`src/rtl/sens_spi_pkg.sv`:
```
package sens_spi_pkg;

  localparam int BYTE_W      = 8;
  localparam int FRAME_BYTES = 6;
  localparam int FRAME_BITS  = FRAME_BYTES * BYTE_W;
  localparam int BODY_BITS   = (FRAME_BYTES - 1) * BYTE_W;
  localparam int WORD_W      = 16;
  localparam int CFG_W       = 2 * WORD_W;
  localparam int CNT_W       = $clog2(FRAME_BITS + 2);
  localparam int MCNT_W      = 2;

  typedef enum logic [2:0] {
    MSG_RATE = 3'd0,
    MSG_AUX1 = 3'd1,
    MSG_AUX2 = 3'd2,
    MSG_TEMP = 3'd3,
    MSG_CFG1 = 3'd4,
    MSG_CFG2 = 3'd5
  } msg_t;

  // Inverted 8-bit sum of the five bytes ahead of the check byte.
  function automatic logic [BYTE_W-1:0] frame_sum(input logic [BODY_BITS-1:0] body);
    logic [BYTE_W-1:0] acc;
    acc = '0;
    for (int i = 0; i < FRAME_BYTES - 1; i++) begin
      acc = acc + body[i*BYTE_W +: BYTE_W];
    end
    return ~acc;
  endfunction

endpackage

```
`src/rtl/sens_spi_sync.sv`:
```
module sens_spi_sync #(
  parameter int WIDTH = 1,
  parameter int STAGES = 2,
  parameter logic [WIDTH-1:0] RST_VAL = '0
) (
  input  logic             clk,
  input  logic             rst_n,
  input  logic [WIDTH-1:0] d,
  output logic [WIDTH-1:0] q
);

  for (genvar b = 0; b < WIDTH; b++) begin : g_bit
    logic [STAGES-1:0] chain_q;
    always_ff @(posedge clk or negedge rst_n) begin
      if (!rst_n) begin
        chain_q <= {STAGES{RST_VAL[b]}};
      end else begin
        chain_q <= {chain_q[STAGES-2:0], d[b]};
      end
    end
    assign q[b] = chain_q[STAGES-1];
  end

endmodule

```
`src/rtl/sens_spi_shift.sv`:
```
module sens_spi_shift
  import sens_spi_pkg::*;
(
  input  logic                  clk,
  input  logic                  rst_n,
  input  logic                  sclk_s,
  input  logic                  cs_n_s,
  input  logic                  mosi_s,
  input  logic [FRAME_BITS-1:0] resp_frame,
  output logic                  cs_act,
  output logic                  frame_end,
  output logic                  miso_bit,
  output logic [FRAME_BITS-1:0] rx_frame,
  output logic [CNT_W-1:0]      bit_cnt
);

  localparam logic [CNT_W-1:0] CNT_MAX = '1;

  logic                  sclk_prev_q, cs_prev_q, act_q, act_d;
  logic [CNT_W-1:0]      cnt_q, cnt_d;
  logic [FRAME_BITS-1:0] rx_q, rx_d, tx_q, tx_d;
  logic                  cs_fall, cs_rise, edge_en, sck_rise, sck_fall;

  assign cs_fall  = cs_prev_q & ~cs_n_s;
  assign cs_rise  = ~cs_prev_q & cs_n_s;
  assign edge_en  = act_q & ~cs_rise;
  assign sck_rise = edge_en & ~sclk_prev_q & sclk_s;
  assign sck_fall = edge_en & sclk_prev_q & ~sclk_s;

  always_comb begin
    act_d = act_q;
    cnt_d = cnt_q;
    rx_d  = rx_q;
    tx_d  = tx_q;
    if (cs_fall) begin
      act_d = 1'b1;
      cnt_d = '0;
      rx_d  = '0;
      tx_d  = resp_frame;
    end else begin
      if (cs_rise) act_d = 1'b0;
      if (sck_rise) begin
        rx_d = {rx_q[FRAME_BITS-2:0], mosi_s};
        if (cnt_q != CNT_MAX) cnt_d = cnt_q + 1'b1;
      end
      if (sck_fall) tx_d = {tx_q[FRAME_BITS-2:0], 1'b0};
    end
  end

  always_ff @(posedge clk or negedge rst_n) begin
    if (!rst_n) begin
      sclk_prev_q <= 1'b0;
      cs_prev_q   <= 1'b1;
      act_q       <= 1'b0;
      cnt_q       <= '0;
      rx_q        <= '0;
      tx_q        <= '0;
    end else begin
      sclk_prev_q <= sclk_s;
      cs_prev_q   <= cs_n_s;
      act_q       <= act_d;
      cnt_q       <= cnt_d;
      rx_q        <= rx_d;
      tx_q        <= tx_d;
    end
  end

  assign cs_act    = act_q;
  assign frame_end = act_q & cs_rise;
  assign miso_bit  = tx_q[FRAME_BITS-1];
  assign rx_frame  = rx_q;
  assign bit_cnt   = cnt_q;

  // with select inactive, clock and data activity leave count and shadow alone
  p_idle_ignore_r2: assert property (@(posedge clk) disable iff (!rst_n)
    (!act_q && !cs_fall) |=> ($stable(cnt_q) && $stable(tx_q)));

  // the frozen response always sums with its check byte to all ones
  p_resp_sum_r4: assert property (@(posedge clk) disable iff (!rst_n)
    cs_fall |=> ((tx_q[47:40] + tx_q[39:32] + tx_q[31:24] + tx_q[23:16]
                  + tx_q[15:8] + tx_q[7:0]) == 8'hFF));

endmodule

```
`src/rtl/sens_spi_ctrl.sv`:
```
module sens_spi_ctrl
  import sens_spi_pkg::*;
(
  input  logic                  clk,
  input  logic                  rst_n,
  input  logic                  frame_end,
  input  logic [FRAME_BITS-1:0] rx_frame,
  input  logic [CNT_W-1:0]      bit_cnt,
  input  logic [WORD_W-1:0]     rate_word,
  input  logic [WORD_W-1:0]     aux1_word,
  input  logic [WORD_W-1:0]     aux2_word,
  input  logic [WORD_W-1:0]     temp_word,
  input  logic [CFG_W-1:0]      cfg1_word,
  input  logic [CFG_W-1:0]      cfg2_word,
  input  logic                  bit_fault,
  input  logic                  test_active,
  output logic [FRAME_BITS-1:0] resp_frame,
  output logic                  test_req
);

  msg_t              type_q, type_d;
  logic [MCNT_W-1:0] mcnt_q, mcnt_d;
  logic              fault_q, fault_d, req_q, req_d;

  logic [BYTE_W-1:0] ctl_byte;
  logic [2:0]        code;
  logic              len_ok, sum_ok, code_ok, req_valid;
  logic [BYTE_W-1:0] status;
  logic [CFG_W-1:0]  payload;

  assign ctl_byte  = rx_frame[FRAME_BITS-1 -: BYTE_W];
  assign code      = ctl_byte[2:0];
  assign len_ok    = (bit_cnt == CNT_W'(FRAME_BITS));
  assign sum_ok    = (frame_sum(rx_frame[FRAME_BITS-1:BYTE_W]) == rx_frame[BYTE_W-1:0]);
  assign code_ok   = (code <= 3'd5);
  assign req_valid = len_ok & sum_ok & code_ok;

  always_comb begin
    type_d  = type_q;
    mcnt_d  = mcnt_q;
    fault_d = fault_q;
    req_d   = req_q;
    if (frame_end) begin
      fault_d = ~req_valid;
      if (req_valid) begin
        type_d = msg_t'(code);
        req_d  = ctl_byte[3];
      end
      if (len_ok) mcnt_d = mcnt_q + 1'b1;
    end
  end

  always_ff @(posedge clk or negedge rst_n) begin
    if (!rst_n) begin
      type_q  <= MSG_CFG1;
      mcnt_q  <= '0;
      fault_q <= 1'b0;
      req_q   <= 1'b0;
    end else begin
      type_q  <= type_d;
      mcnt_q  <= mcnt_d;
      fault_q <= fault_d;
      req_q   <= req_d;
    end
  end

  always_comb begin
    case (type_q)
      MSG_RATE: payload = {rate_word, {WORD_W{1'b0}}};
      MSG_AUX1: payload = {rate_word, aux1_word};
      MSG_AUX2: payload = {rate_word, aux2_word};
      MSG_TEMP: payload = {rate_word, temp_word};
      MSG_CFG1: payload = cfg1_word;
      MSG_CFG2: payload = cfg2_word;
      default:  payload = '0;
    endcase
  end

  assign status     = {mcnt_q, fault_q, bit_fault, test_active, type_q};
  assign resp_frame = {status, payload, frame_sum({status, payload})};
  assign test_req   = req_q;

  // type only moves at a frame end, and a length error never moves it
  p_type_hold_r7: assert property (@(posedge clk) disable iff (!rst_n)
    !frame_end |=> $stable(type_q));
  p_len_reject_r7: assert property (@(posedge clk) disable iff (!rst_n)
    (frame_end && bit_cnt != CNT_W'(FRAME_BITS)) |=> (fault_q && $stable(type_q) && $stable(mcnt_q)));

  // a full-length frame advances the message counter by one
  p_count_step_r9: assert property (@(posedge clk) disable iff (!rst_n)
    (frame_end && bit_cnt == CNT_W'(FRAME_BITS)) |=> (mcnt_q == $past(mcnt_q) + 2'd1));

endmodule

```
`src/rtl/sens_spi_responder.sv`:
```
module sens_spi_responder
  import sens_spi_pkg::*;
#(
  parameter int SYNC_STAGES = 2
) (
  input  logic              clk,
  input  logic              rst_n,
  input  logic              spi_sclk,
  input  logic              spi_cs_n,
  input  logic              spi_mosi,
  output logic              spi_miso,
  output logic              spi_miso_en,
  input  logic [WORD_W-1:0] rate_word,
  input  logic [WORD_W-1:0] aux1_word,
  input  logic [WORD_W-1:0] aux2_word,
  input  logic [WORD_W-1:0] temp_word,
  input  logic [CFG_W-1:0]  cfg1_word,
  input  logic [CFG_W-1:0]  cfg2_word,
  input  logic              bit_fault,
  input  logic              test_active,
  output logic              test_req
);

  logic [1:0]            rst_sync_q;
  logic                  rst_n_s;
  logic [2:0]            pins_s;
  logic                  cs_act, frame_end, miso_bit;
  logic [FRAME_BITS-1:0] rx_frame, resp_frame;
  logic [CNT_W-1:0]      bit_cnt;

  // Asserted asynchronously, released on a clock edge.
  always_ff @(posedge clk or negedge rst_n) begin
    if (!rst_n) rst_sync_q <= 2'b00;
    else        rst_sync_q <= {rst_sync_q[0], 1'b1};
  end
  assign rst_n_s = rst_sync_q[1];

  sens_spi_sync #(
    .WIDTH  (3),
    .STAGES (SYNC_STAGES),
    .RST_VAL(3'b010)
  ) i_sync (
    .clk  (clk),
    .rst_n(rst_n_s),
    .d    ({spi_sclk, spi_cs_n, spi_mosi}),
    .q    (pins_s)
  );

  sens_spi_shift i_shift (
    .clk       (clk),
    .rst_n     (rst_n_s),
    .sclk_s    (pins_s[2]),
    .cs_n_s    (pins_s[1]),
    .mosi_s    (pins_s[0]),
    .resp_frame(resp_frame),
    .cs_act    (cs_act),
    .frame_end (frame_end),
    .miso_bit  (miso_bit),
    .rx_frame  (rx_frame),
    .bit_cnt   (bit_cnt)
  );

  sens_spi_ctrl i_ctrl (
    .clk        (clk),
    .rst_n      (rst_n_s),
    .frame_end  (frame_end),
    .rx_frame   (rx_frame),
    .bit_cnt    (bit_cnt),
    .rate_word  (rate_word),
    .aux1_word  (aux1_word),
    .aux2_word  (aux2_word),
    .temp_word  (temp_word),
    .cfg1_word  (cfg1_word),
    .cfg2_word  (cfg2_word),
    .bit_fault  (bit_fault),
    .test_active(test_active),
    .resp_frame (resp_frame),
    .test_req   (test_req)
  );

  assign spi_miso    = cs_act & miso_bit;
  assign spi_miso_en = cs_act;

  // after reset release the request output starts low
  p_reset_req_r8: assert property (@(posedge clk) disable iff (!rst_n_s)
    $rose(rst_n_s) |-> !test_req);

endmodule

```
`config.mk`:
```
export PLATFORM = sky130hd
export DESIGN_NAME = sens_spi_responder
export DESIGN_NICKNAME = d
export VERILOG_FILES = /design/src/rtl/sens_spi_pkg.sv /design/src/rtl/sens_spi_sync.sv /design/src/rtl/sens_spi_shift.sv /design/src/rtl/sens_spi_ctrl.sv /design/src/rtl/sens_spi_responder.sv
export SDC_FILE = /design/constraint.sdc
export NUM_CORES = 1
export LEC_CHECK = 0
export BUFFER_PORTS_ARGS = -buffer_cell sky130_fd_sc_hd__clkbuf_2
export CORE_UTILIZATION = 27
export CTS_CLUSTER_DIAMETER = 200
export CTS_CLUSTER_SIZE = 24
export DETAILED_ROUTE_END_ITERATION = 8
export SYNTH_ARGS = -nofsm -noshare
export SYNTH_HDL_FRONTEND = slang
export SYNTH_SLANG_ARGS = --single-unit
```
`constraint.sdc`:
```
create_clock -name clk -period 3.42 [get_ports clk]
set_input_delay 0.684 -clock clk [delete_from_list [all_inputs] [get_ports clk]]
set_output_delay 0.684 -clock clk [all_outputs]
set_load 0.02 [all_outputs]
```
# ---- Word level (Yosys, flattened, before mapping)
# Cells that the tools add are included.
dict set report totals {
  reg_bits 120
  latchBits 0
  ramBits 0
  mem_bits_ro 0
  input_bits 135
  out_inout_bits 3
  elab_cells 70
  memories 0
}
dict set report classes {
  n_addsub 10
  multipliers 0
  div_mod_pow 0
  order_cmp 1
  eq_ne 8
  shifts 0
  n_mux 10
  bitwise_logic 19
  reduce_logical 8
}
# operator n
set op_table {}
lappend op_table {{$mux 48} 4}
lappend op_table {{$pmux 32 s6} 1}
lappend op_table {{$add 8x8->8} 8}
lappend op_table {{$mux 6} 3}
lappend op_table {{$not 8->8} 2}
lappend op_table {{$and 1x1->1} 11}
lappend op_table {{$eq 8x8->1} 1}
lappend op_table {{$reduce_bool 2->1} 4}
lappend op_table {{$add 6x1->6 const B} 1}
lappend op_table {{$eq 3x2->1 const B} 2}
lappend op_table {{$eq 3x3->1 const B} 2}
lappend op_table {{$eq 6x6->1 const B} 1}
lappend op_table {{$ne 6x6->1 const B} 1}
lappend op_table {{$not 1->1} 6}
lappend op_table {{$reduce_and 2->1} 3}
lappend op_table {{$eq 3x1->1 const B} 1}
lappend op_table {{$le 3x3->1 const B} 1}
lappend op_table {{$logic_not 3->1} 1}
lappend op_table {{$add 2x1->2 const B} 1}
lappend op_table {{$mux 1} 2}

# ---- Longest topological paths before layout
dict set report depth {
  word_depth 9
  ltp_mapped 21
  ltp_nobuf 20
}

# ---- By module
# Synthesis repeated with hierarchy kept, for this count alone.
dict set report unflattened {
  hier_cells 789
  area_unflattened_um2 7618.6
}
# mod n_inst cells_per_inst area_per_inst_um2 seq_area_each_um2
set by_module_without_submodules {}
lappend by_module_without_submodules {sens_spi_shift 1 459 4568.1 2628.8}
lappend by_module_without_submodules {sens_spi_ctrl 1 317 2815.2 176.4}
lappend by_module_without_submodules {sens_spi_sync 1 9 175.2 152.6}
lappend by_module_without_submodules {sens_spi_responder 1 4 60.1 50.0}

# ---- Least setup slack after synthesis
# OpenSTA, ideal clock, no wires.
dict set report synth_timing {
  path_type {reg-to-reg}
  start {register i_ctrl.type_q[0]}
  end {register i_shift.tx_q[7]}
  setup_time_ns 0.137
  arrival_time_ns 4.580
  required_ns 3.283
  slack_ns -1.297
  path_stages_with_launch 21
  cell_sequence {dfrtp_1 buf_2 buf_2 buf_2 mux2i_1 o22ai_1 fa_1 inv_1 fa_1 fa_1 inv_1 ha_1 inv_1 fa_1 nor2b_1 o21ai_0 nor2b_1 o21ai_0 xnor2_1 xnor2_1 a21oi_1}
}
dict set report synth_via {
  elab_chain_len 8
  word_cells_on_any_way 13
  classes_between {add/sub: 4; eq/ne: 5; mux: 2; bitwise: 1; reduce/logical: 1}
}
# element line
set synth_rtl {}
lappend synth_rtl {{start: declaration} sens_spi_ctrl.sv:21} ;# msg_t type_q, type_d;
lappend synth_rtl {{start signal: assignment} sens_spi_ctrl.sv:60} ;# type_q <= type_d;
lappend synth_rtl {{$eq 3x3->1 (tied with other cells)} sens_spi_ctrl.sv:68} ;# case (type_q)
lappend synth_rtl {{$pmux 32 s6} sens_spi_ctrl.sv:68}
lappend synth_rtl {{$add 8x8->8 (3 in series)} sens_spi_pkg.sv:26} ;# acc = acc + body[i*BYTE_W +: BYTE_W];
lappend synth_rtl {{$add 8x8->8 (*)} sens_spi_pkg.sv:26}
lappend synth_rtl {{$not 8->8 (*)} sens_spi_pkg.sv:28} ;# return ~acc;
lappend synth_rtl {{$mux 48 (*)} sens_spi_shift.sv:35} ;# if (cs_fall) begin
lappend synth_rtl {{end signal: assignment} sens_spi_shift.sv:64} ;# tx_q <= tx_d;
lappend synth_rtl {{end: declaration} sens_spi_shift.sv:21} ;# logic [FRAME_BITS-1:0] rx_q, rx_d, tx_q, tx_d;
# Mark *: on every way between the ends. The rest lies on a longest branch, timed or not.
# A chain may end at the register's enable or synchronous reset.

# ---- Final worst setup path
# Ends and elaborated chain as after synthesis.

==> impl_metrics.env <==
export IMPL_status="complete, but fails checks"
export IMPL_violations="setup timing"
export IMPL_clk_pin_slew_ns=0.06
export IMPL_gp_congestion=0.7848
export IMPL_overflow=0
export IMPL_p_leak_nw=4.600
export IMPL_layout_nets=1208
export IMPL_routed_top_layer="met4"
export IMPL_die_w_um=169.1
export IMPL_fmax_mhz=233.5
export IMPL_cap_violations=0
export IMPL_syn_inst=783
export IMPL_critPathSlowestCell="fa_1"
export IMPL_fin_tns_setup_ns=-7.460
export IMPL_start_util_pct=27.75
export IMPL_syn_area_um2=7541
export IMPL_grt_setup_unrepaired="true"
export IMPL_grt_max_degree=90
export IMPL_grt_first_pass_wirelength_um=32620
export IMPL_yosysSeqAreaShare_pct=39.89
export IMPL_antenna_found_initial=0
export IMPL_path_cells="buf_12 > buf_4 > mux2i_1 > o22ai_2 > fa_1 > inv_2 > fa_1 > fa_1 > inv_1 > ha_2 > inv_2 > fa_2 > nor2b_2 > o21ai_1 > nor2b_4 > o21ai_2 > xnor2_1 > xnor2_1 > a21oi_1"
export IMPL_placed_area_um2=9405
export IMPL_min_period_ns=4.283
export IMPL_cpPeakStageDelay_ns=0.56
export IMPL_via_per_inst=4.469
export IMPL_syn_area_per_cell_um2=9.631
export IMPL_layout_common_cells="clkbuf_2, nand2_1, dfrtp_1"
export IMPL_critPathBufInv=5
export IMPL_die_height_um=169.1
export IMPL_start_kind="flip-flop"
export IMPL_drc=0
export IMPL_first_pass_iters=5
export IMPL_fin_skew_ns=0.01494
export IMPL_powerDensity_nw_per_um2=371.1
export IMPL_cp_required_ns=3.70
export IMPL_async_flop_share_pct=100.0
export IMPL_switchingPower_w=0.001024
export IMPL_clkLatencyLatePin_ns=0.42
export IMPL_cp_max_fo=8
export IMPL_combPwrFrac_pct=14.6
export IMPL_syn_nets=978
export IMPL_dieArea_um2=28600
export IMPL_coreArea_um2=27180
export IMPL_grt_usage_pct=14.62
export IMPL_crit_type="flip-flop to flip-flop"
export IMPL_drive_above_1_share_pct=33.66
export IMPL_crit_start="i_ctrl.type_q[0]"
export IMPL_avgRoutedWirePerCell_um=14.58
export IMPL_num_rows=60
export IMPL_synth_edf_count=0
export IMPL_reg2reg_from="i_ctrl.type_q[0]"
export IMPL_numCtsBuffers=17
export IMPL_path_common_cell="fa_1"
export IMPL_finalHoldViolations=0
export IMPL_ys_flop_type="dfrtp_1"
export IMPL_n_antenna_cell=0
export IMPL_first_iter_violations=254
export IMPL_port_buffers=137
export IMPL_cts_htree_levels=4
export IMPL_drt_met1_wl_um=8743
export IMPL_swShare_pct=26.81
export IMPL_setup_ws_ns=-0.8629
export IMPL_power_frac_seq_pct=41.6
export IMPL_vias=6243
export IMPL_fin_crit_sh_pct=125.2
export IMPL_syn_to_final_growth_pct=36.54
export IMPL_cts_sinks=120
export IMPL_worst_hold_slack_ns=0.05049
export IMPL_pre_cts_ws_ns=-1.052
export IMPL_cts_root_buf="clkbuf_16"
export IMPL_finalSetupViolCount=11
export IMPL_synth_seq_cells=120
export IMPL_grt_pass1_vias=6502
export IMPL_final_area_um2=10300
export IMPL_worst_pin_slew_ns=0.9320
export IMPL_clkPwrFrac_pct=43.8
export IMPL_tritoncts="built"
export IMPL_wl_met2_um=10330
export IMPL_dp_hpwl_um=15010
export IMPL_mostFrequentLayoutCell="clkbuf_2"
export IMPL_clock_path_buffers=2
export IMPL_ir_worst_vdd_mv=0.3388
export IMPL_hold_path_class="input pin to async pin"
export IMPL_slew_violations=0
export IMPL_internal_power_w=0.002796
export IMPL_ant_nets=0
export IMPL_cp_top_family="adder cells"
export IMPL_cts_hold_buf=0
export IMPL_yosysUniqueCellTypes=44
export IMPL_ys_warn_count=0
export IMPL_crit_arrival_ns=4.57
export IMPL_ios=138
export IMPL_relSlewSlack_pct=37.87
export IMPL_crit_path_end_kind="flip-flop"
export IMPL_met3WireLength_um=995
export IMPL_totalWireLength_um=20370
-- synthesized netlist by cell type (all sizes together) (9+ instances only) --
library cell | number | share of area [%]
xnor2 | 31 | 3.6
nor2 | 26 | 1.3
fa | 40 | 11
ha | 20 | 3.3
o21ai | 38 | 2.5
o2bb2ai | 12 | 1.4
nand2 | 136 | 6.8
buf | 17 | 1.1
clkbuf | 31 | 1.5
nor2b | 20 | 1.7
a211oi | 17 | 1.7
dfrtp | 116 | 38
o22ai | 9 | 0.75
a21oi | 91 | 6.0
inv | 55 | 2.7
mux2i | 78 | 10
-- per-stage QoR --
| step | std cells | total power, W | util, % |
|---|---|---|---|
| floorplan | 783 | 0.001907 | - |
| global placement | 1346 | 0.002120 | 34.61 |
| detailed placement | 1346 | 0.002131 | 34.61 |
| CTS | 1389 | 0.003850 | 37.33 |
| global route | 1397 | 0.004013 | 37.89 |
| finish | 1397 | 0.003820 | 37.89 |
-- final timing paths --
check	to	slack [ns]	cells past startpoint
max	i_shift.tx_q[7]	-0.86	19
min	rst_sync_q[1]	0.05	1
max reg2reg	i_shift.tx_q[7]	-0.86	19
min reg2reg	i_sync.g_bit[2].chain_q[1]	0.35	0
max in group asynchronous	i_ctrl.type_q[2]	2.12	1
min in group clk	i_sync.g_bit[2].chain_q[1]	0.35	0
-- worst register-to-register path: stages, from the launching register on --
cell and delay [ns]:
dfrtp_2 0.46, buf_12 0.17, buf_4 0.14, mux2i_1 0.21, o22ai_2 0.14, fa_1 0.56, inv_2 0.05, fa_1 0.56
fa_1 0.42, inv_1 0.08, ha_2 0.18, inv_2 0.04, fa_2 0.33, nor2b_2 0.13, o21ai_1 0.07, nor2b_4 0.13
o21ai_2 0.12, xnor2_1 0.15, xnor2_1 0.14, a21oi_1 0.08
-- cell type report --
class                      count  area (um^2)
clock buffer                  17        425.4
clock inverter                14        128.9
fill                        2753        16880
inverter                      55        206.4
multi-input combinational    560         4357
sequential                   120         3014
tap                          372        465.4
timing repair buffer         259         1699
-- registers in the layout, summed over array words and instances (netlist names) --
name                  flops
i_ctrl.test_req           1
i_shift.bit_cnt           6
i_ctrl.type_q             3
rst_sync_q                2
i_shift.rx_frame         48
i_shift.cs_prev_q         1
i_shift.cs_act            1
i_shift.tx_q             48
i_sync.g_bit.chain_q      6
i_shift.sclk_prev_q       1
i_ctrl.fault_q            1
i_ctrl.mcnt_q             2
-- power groups by stage --
| stage | clock network (W) | logic, W | registers (W) |
|---|---|---|---|
| global placement | 0 | 0.000505 | 0.00161 |
| global route | 0.00178 | 0.000627 | 0.00161 |
| CTS | 0.00171 | 0.000543 | 0.00159 |
| finish | 0.00167 | 0.000557 | 0.00159 |
| floorplan | 0 | 0.000308 | 0.00160 |
| detailed placement | 0 | 0.000512 | 0.00162 |
-- layer usage --
layer	vias to the layer above	global-route usage [%]
met5	-	0
met1	2977	17.25
met2	153	26.23
met4	0	4.465
li1	3101	-
met3	12	3.320
-- logic make-up after synthesis --
group           synth area share [%]
mux                            11.10
other cells                  0.04973
xor+xnor                       4.065
simple gates                   11.45
flops                          39.89
buf+inv                        5.359
compound gates                 14.15
fa+ha+maj                      13.94
-- timing repair --
item | 4_1_cts | 5_1_grt
pin swaps | 23 | 23
gates cloned | 1 | 0
setup endpoints to repair | 11 | 12
gates resized for setup | 22 | 23
buffers inserted | 11 | 9
No activity file was read; power rests on OpenSTA's default activity.
